==> config.mk <==
export PLATFORM = sky130hd
export DESIGN_NAME = irq_stat_mask_agg
export DESIGN_NICKNAME = d
export VERILOG_FILES = /design/src/rtl/irqagg_pkg.sv /design/src/rtl/irqagg_src_merge.sv /design/src/rtl/irqagg_mask_bank.sv /design/src/rtl/irqagg_read_mux.sv /design/src/rtl/irq_stat_mask_agg.sv
export SDC_FILE = /design/constraint.sdc
export NUM_CORES = 1
export LEC_CHECK = 0
export ABC_AREA = 1
export BUFFER_PORTS_ARGS = -buffer_cell sky130_fd_sc_hd__buf_2
export CAP_MARGIN = 10
export CORE_ASPECT_RATIO = 1.25
export CORE_UTILIZATION = 40
export CTS_CLUSTER_SIZE = 8
export DETAILED_ROUTE_END_ITERATION = 10
export PLACE_DENSITY = 0.6
export SYNTH_ARGS = -nofsm -noshare
export SYNTH_HDL_FRONTEND = slang
export SYNTH_SLANG_ARGS = --single-unit
==> constraint.sdc <==
create_clock -name clk -period 1.5 [get_ports clk]
set_clock_uncertainty 0.05 [all_clocks]
set_input_delay 0.3 -clock clk [delete_from_list [all_inputs] [get_ports clk]]
set_output_delay 0.3 -clock clk [all_outputs]
set_load 0.02 [all_outputs]
==> src/rtl/irqagg_pkg.sv <==
`timescale 1ns/1ps
package irqagg_pkg;
   localparam int WORD_W = 32;
   localparam int ADDR_W = 3;

   typedef enum logic {
      KIND_STATUS = 1'b0,
      KIND_MASK   = 1'b1
   } reg_kind_e;

   // Field order is part of the address decode: {cpu, kind, word}
   typedef struct packed {
      logic      cpu;
      reg_kind_e kind;
      logic      word;
   } reg_addr_t;

   // Offset <-> group mapping, self-inverse
   function automatic int offset_to_group(input int off, input int nwords);
      return off ^ (nwords - 1);
   endfunction
endpackage

==> src/rtl/irqagg_src_merge.sv <==
`timescale 1ns/1ps
module irqagg_src_merge #(
   parameter int NUM_SRC    = 64,
   parameter bit CASC_EN    = 1'b1,
   parameter int CASC_START = 40,
   parameter int CASC_WIDTH = 6
) (
   input  logic                  clk,
   input  logic                  rst_n,
   input  logic [NUM_SRC-1:0]    src_irq,
   input  logic [CASC_WIDTH-1:0] ext_irq,
   output logic [NUM_SRC-1:0]    status_q
);
   localparam int CASC_END = CASC_START + CASC_WIDTH;

   logic [NUM_SRC-1:0] merged;

   for (genvar i = 0; i < NUM_SRC; i++) begin : g_bit
      if (CASC_EN && (i >= CASC_START) && (i < CASC_END)) begin : g_ext
         logic periph_unused;
         assign periph_unused = src_irq[i];
         assign merged[i]     = ext_irq[i - CASC_START];
      end else begin : g_int
         assign merged[i] = src_irq[i];
      end
   end

   if (!CASC_EN) begin : g_no_casc
      logic ext_unused;
      assign ext_unused = ^ext_irq;
   end

   always_ff @(posedge clk or negedge rst_n) begin
      if (!rst_n) status_q <= '0;
      else        status_q <= merged;
   end
endmodule

==> src/rtl/irqagg_mask_bank.sv <==
`timescale 1ns/1ps
module irqagg_mask_bank
   import irqagg_pkg::*;
#(
   parameter int NUM_SRC = 64
) (
   input  logic              clk,
   input  logic              rst_n,
   input  logic              wr_en,
   input  logic              word_sel,
   input  logic [WORD_W-1:0] wdata,
   output logic [NUM_SRC-1:0] mask_flat
);
   localparam int NW = NUM_SRC / WORD_W;

   logic [NUM_SRC-1:0] mask_q;

   always_ff @(posedge clk or negedge rst_n) begin
      if (!rst_n) begin
         mask_q <= '0;
      end else if (wr_en) begin
         for (int g = 0; g < NW; g++) begin
            if (int'(word_sel) == offset_to_group(g, NW))
               mask_q[g*WORD_W +: WORD_W] <= wdata;
         end
      end
   end

   assign mask_flat = mask_q;
endmodule

==> src/rtl/irqagg_read_mux.sv <==
`timescale 1ns/1ps
module irqagg_read_mux
   import irqagg_pkg::*;
#(
   parameter int NUM_SRC = 64,
   parameter int NUM_CPU = 2
) (
   input  reg_addr_t                        addr,
   input  logic [NUM_SRC-1:0]               status_q,
   input  logic [NUM_CPU-1:0][NUM_SRC-1:0]  mask_all,
   output logic [WORD_W-1:0]                rdata
);
   localparam int NW = NUM_SRC / WORD_W;

   logic [NUM_SRC-1:0] sel_vec;
   int                 grp;

   always_comb begin
      sel_vec = (addr.kind == KIND_MASK) ? mask_all[addr.cpu] : status_q;
      grp     = offset_to_group(int'(addr.word), NW);
      rdata   = '0;
      if (int'(addr.word) < NW)
         rdata = sel_vec[grp*WORD_W +: WORD_W];
   end
endmodule

==> src/rtl/irq_stat_mask_agg.sv <==
`timescale 1ns/1ps
module irq_stat_mask_agg
   import irqagg_pkg::*;
#(
   parameter int NUM_SRC    = 64,
   parameter bit CASC_EN    = 1'b1,
   parameter int CASC_START = 40,
   parameter int CASC_WIDTH = 6
) (
   input  logic                  clk,
   input  logic                  rst_n,
   input  logic [NUM_SRC-1:0]    src_irq,
   input  logic [CASC_WIDTH-1:0] ext_irq,
   input  logic                  reg_cs,
   input  logic                  reg_we,
   input  logic [ADDR_W-1:0]     reg_addr,
   input  logic [WORD_W-1:0]     reg_wdata,
   output logic [WORD_W-1:0]     reg_rdata,
   output logic [1:0]            irq_out
);
   localparam int NUM_CPU = 2;

   if (!(NUM_SRC == 32 || NUM_SRC == 64)) begin : g_bad_src
      $error("NUM_SRC must be 32 or 64");
   end
   if (!(CASC_WIDTH == 4 || CASC_WIDTH == 6)) begin : g_bad_cw
      $error("CASC_WIDTH must be 4 or 6");
   end
   if (CASC_START < 0 || CASC_START + CASC_WIDTH > NUM_SRC) begin : g_bad_cs
      $error("cascade run must fit inside the source vector");
   end

   reg_addr_t                       addr_s;
   logic [NUM_SRC-1:0]              status_q;
   logic [NUM_CPU-1:0][NUM_SRC-1:0] mask_all;
   logic [NUM_CPU-1:0]              irq_q;

   assign addr_s = reg_addr_t'(reg_addr);

   irqagg_src_merge #(
      .NUM_SRC   (NUM_SRC),
      .CASC_EN   (CASC_EN),
      .CASC_START(CASC_START),
      .CASC_WIDTH(CASC_WIDTH)
   ) u_merge (
      .clk     (clk),
      .rst_n   (rst_n),
      .src_irq (src_irq),
      .ext_irq (ext_irq),
      .status_q(status_q)
   );

   for (genvar c = 0; c < NUM_CPU; c++) begin : g_cpu
      logic wr_hit;
      assign wr_hit = reg_cs && reg_we && (addr_s.kind == KIND_MASK)
                      && (int'(addr_s.cpu) == c);

      irqagg_mask_bank #(.NUM_SRC(NUM_SRC)) u_bank (
         .clk      (clk),
         .rst_n    (rst_n),
         .wr_en    (wr_hit),
         .word_sel (addr_s.word),
         .wdata    (reg_wdata),
         .mask_flat(mask_all[c])
      );

      always_ff @(posedge clk or negedge rst_n) begin
         if (!rst_n) irq_q[c] <= 1'b0;
         else        irq_q[c] <= |(status_q & mask_all[c]);
      end
   end

   irqagg_read_mux #(.NUM_SRC(NUM_SRC), .NUM_CPU(NUM_CPU)) u_rd (
      .addr    (addr_s),
      .status_q(status_q),
      .mask_all(mask_all),
      .rdata   (reg_rdata)
   );

   assign irq_out = irq_q;
endmodule

-- Word level (Yosys, flattened, before mapping)
Cells that the tools add are included.
- register bits: 194
- bits of input ports: 109
- output and inout bits: 34
- magnitude comparators: 1
- shift-type cells: 1
- multiplexer cells: 3
- bitwise logic cells: 4
- reductions and logical operators: 10
- operators by type and width (operator ; number):
    $mux 64 ; 3
    $and 64x64->64 ; 2
    $reduce_or 64->1 ; 2
    $shiftx 64x7->32 ; 1
    $reduce_and 2->1 ; 4
    $logic_and 1x1->1 ; 4
    $lt 1x2->1 const B ; 1
    $not 1->1 ; 2

-- Longest topological paths before layout
- depth after elaboration: 4
- gate-level depth with buffers: 8

-- By module
A second synthesis with hierarchy kept.
- cell total of the unflattened synthesis: 1414
- area, all modules: 10156.0 um^2
- by module, submodules not included (module ; instances ; cells an instance ; area each (um^2) ; seq. area each (um^2)):
    irqagg_mask_bank ; 2 ; 279 ; 2615.0 ; 1601.5
    irqagg_read_mux ; 1 ; 548 ; 2314.7 ; 0.0
    irqagg_src_merge ; 1 ; 64 ; 1601.5 ; 1601.5
    irq_stat_mask_agg ; 1 ; 244 ; 1009.7 ; 50.0

-- Worst setup path after synthesis
No wires, ideal clock.
- path type: input to output
- start: input reg_addr[0]
- end: output reg_rdata[11]
- data arrival time: 1.307 ns
- data required time: 1.150 ns
- slack: -0.157 ns
- stages on the path: 6
- path buffers: 3
- path through: buf_6 > inv_6 > buf_6 > clkbuf_1 > nor2_1 > o21ai_1
- word-level cells in the longest chain between the ends: 2
- ends and longest elaborated chain (element ; line ; RTL):
    start: declaration ; irq_stat_mask_agg.sv:16 ; input logic [ADDR_W-1:0] reg_addr,
    $not 1->1 (no line) ; - ;
    $shiftx 64x7->32 ; irqagg_read_mux.sv:23 ; rdata = sel_vec[grp*WORD_W +: WORD_W];
    end: declaration ; irq_stat_mask_agg.sv:18 ; output logic [WORD_W-1:0] reg_rdata,
Every way passes these cells.

-- Worst setup path in the final report
- start: register g_cpu[0].u_bank.mask_q[28]
- end: output reg_rdata[28]
- word-level cells in the longest chain between the ends: 4
- ends and longest elaborated chain (element ; line ; RTL):
    start: declaration ; irqagg_mask_bank.sv:16 ; logic [NUM_SRC-1:0] mask_q;
    start signal: indexed assignment ; irqagg_mask_bank.sv:24 ; mask_q[g*WORD_W +: WORD_W] <= wdata;
    $mux 64 (not written as such) (2 in a row) ; irqagg_read_mux.sv:19 ; sel_vec = (addr.kind == KIND_MASK) ? mask_all[addr.cpu] : status_q;
    $mux 64 ; irqagg_read_mux.sv:19 ;
    $shiftx 64x7->32 ; irqagg_read_mux.sv:23 ;
Every way passes these cells. The select of a mux whose other input is x is not followed.

==> flow_summary.toml <==
[worst_setup_path]
arrival_ns = 1.44
start_kind = "flop"
path_class = "reg2out"
r2r_slack_ns = 0.03
worstPathRequired_ns = 1.15
worstReg2RegEnd = "irq_out[0]$_DFF_PN0_"
ff2ff_path_depth = 8
r2r-start = "g_cpu[0].u_bank.mask_flat[16]$_DFFE_PN0P_"
crit_path_end_kind = "output pin"
crit_fanout = 3

[layout]
layout_commonest_cell = "nand2_1"
final_cell_mix = "nand2_1, dfrtp_1, o21ai_1"
multi_input_area_mm2 = 0.00380
final_util_pct = 59.4
drive_gt1_share_pct = 29.9
regArea_mm2 = 0.00485
n_fill_cell = 1944
antenna_cells = 0
area_delta_synth_final_pct = 44.7
fin_nets = 1548

[drt]
wl_per_cell_um = 16.7
ant_nets = 0
num_vias = 8809
drt_iter0_drc = 730
drcViolationCount = 0
via_per_inst = 5.09
drt-total-wl_um = 28800
drt_pass1_iterations = 5

[sta]
finalCritPeriodShare_pct = 119
clock.fmax_mhz = 558
setup_viol = 32
period_minus_slack_ns = 1.79
setup_slack_ns = -0.291
rsz0062_at_grt = "true"
fin_setup_tns_ns = -7.25
hold_violations = 0
slew_violations = 0
relSlewSlack_pct = 70.0
worst_pin_slew_ns = 0.450

[floorplanning]
boundaryPins = 143
core-area_mm2 = 0.0217
placementRows = 60
fp.dieArea_mm2 = 0.0229
start_util_pct = 41.1
die_x_um = 136
die_h_um = 169

[outcome]
status = "complete, but fails checks"
violations = "setup timing"

[synth]
synth_area_leaders = "dfrtp_1, nand2_1, o21ai_1, nor2_1, nor3_1"
syn_avg_cell_area_um2 = 8.05
synth_nets = 1216
netlist.area_leader.share_pct = 54.5
yosysWarningCount = 0
ys_seq_area_share_pct = 54.5
netlist_area_mm2 = 0.00891
syn_inst = 1107
synth-seq-cells = 194
synth.distinct_cells = 18
synth_top_area_cell = "dfrtp_1"

[clock_network]
cts_made_buffers = 17
clkTransAtPathRegs_ns = 0.07
ctsLongestPathBuffers = 2
cts_root_buf = "clkbuf_16"
clock-sinks = 194
insertion_delay_ns = 0.44
htreeDepth = 4
cts_tree = "built"

[worst_hold_path]
min_to = "g_cpu[1].u_bank.mask_flat[3]$_DFFE_PN0P_"
worstHoldPathCells = 3
worstHoldStart = "reg_wdata[3]"
min_path_type = "in2reg"

[global_routing]
grt_pass1_vias = 8603
grt_antenna_before_repair = 0
gr-total-overflow = 0
grt_max_degree = 51
grt_pass1_wl_um = 44800
grt_usage_pct = 25.7

[flow_run]
maxCapViolations = 0

[power]
leakage_nw = 6.28
max-vdd-ir-drop_v = 0.000878
p_per_area_mw_per_mm2 = 1170

[placed_design]
post-dp-hpwl_um = 18400
gp_congestion = 0.862
io_buffers = 136
==> state kept, by name, summed over array words and instances, names as in the netlist <==
signal	cells
g_cpu.u_bank.mask_flat	128
u_merge.status_q	64
irq_out	2
==> worst max-delay path: stages, from the launching register on <==
cell and delay, ns:
dfrtp_1 0.41, nor2_2 0.10, nor3_2 0.05, o21ai_2 0.21, o21ai_2 0.07, buf_2 0.16
==> routing by layer <==
| metal | GRT usage [%] | routed length, µm |
|---|---|---|
| met5 | 0 | 0 |
| met4 | 9.43 | 729 |
| met3 | 3.56 | 1540 |
| met2 | 42.7 | 14100 |
| met1 | 33.9 | 12400 |
==> power by group <==
part	leakage, nW	switching, W	internal (W)	total (W)
clock network	0.240	0.00200	0.00216	0.00416
registers	2.39	0.000569	0.00602	0.00659
logic	3.65	0.00211	0.00217	0.00428
total	6.28	0.00468	0.0103	0.0150
==> worst max-delay path by stage <==
stage	slack [ns]	to	cells after the start	start
3_5_place_dp	-0.23	reg_rdata[31]	9	reg_addr[2]
5_1_grt	-0.36	reg_rdata[4]	5	g_cpu[0].u_bank.mask_flat[4]$_DFFE_PN0P_
6_report	-0.29	reg_rdata[28]	5	g_cpu[0].u_bank.mask_flat[28]$_DFFE_PN0P_
3_3_place_gp	-0.23	reg_rdata[12]	8	reg_addr[2]
2_1_floorplan	-0.09	reg_rdata[11]	6	reg_addr[0]
4_1_cts	-0.29	reg_rdata[15]	5	g_cpu[1].u_bank.mask_flat[15]$_DFFE_PN0P_
==> cells by family after synthesis <==
group                  count (synthesis)  share of synthesized area [%]
AOI/OAI and AO/OA                    224                           12.6
and+or+nand+nor                      572                           26.9
buffers and inverters                117                           6.05
DFF                                  194                           54.5
==> timing repair <==
item,4_1_cts,5_1_grt
gates resized for setup,66,48
setup endpoints to repair,32,32
buffers inserted,94,26
gates cloned,0,2
endpoints found under the hold margin,100,0
hold buffers,65,0
pin swaps,85,50
==> per-stage QoR <==
stage | setup slack, ns | instances | total power (W) | hold WS (ns) | instance area, µm²
6_report | -0.291 | 1730 | 0.0150 | 0.117 | 12900
4_1_cts | -0.289 | 1702 | 0.0147 | 0.111 | 12500
3_3_place_gp | -0.229 | 1512 | 0.00948 | 0.247 | 10400
5_1_grt | -0.358 | 1730 | 0.0158 | 0.114 | 12900
3_5_place_dp | -0.230 | 1512 | 0.00953 | 0.239 | 10400
2_1_floorplan | -0.0873 | 1107 | 0.00843 | -0.0456 | 9030
==> cells in the mapped netlist, drive strengths merged <==
master	count
nand2	303
o21ai	224
dfrtp	194
nor2	181
nor3	64
inv	59
buf	44
nand4	20
clkbuf	14
nand3	4
==> area by class of cell <==
cell class | instances | area share, %
flip-flops and latches | 194 | 37.6
multi-input cells | 796 | 29.5
repair buffers | 371 | 24.4
clock buffers | 23 | 3.55
well taps | 279 | 2.71
inverters | 59 | 1.78
clock inverters | 8 | 0.446
(Power assumes the default switching activity.)
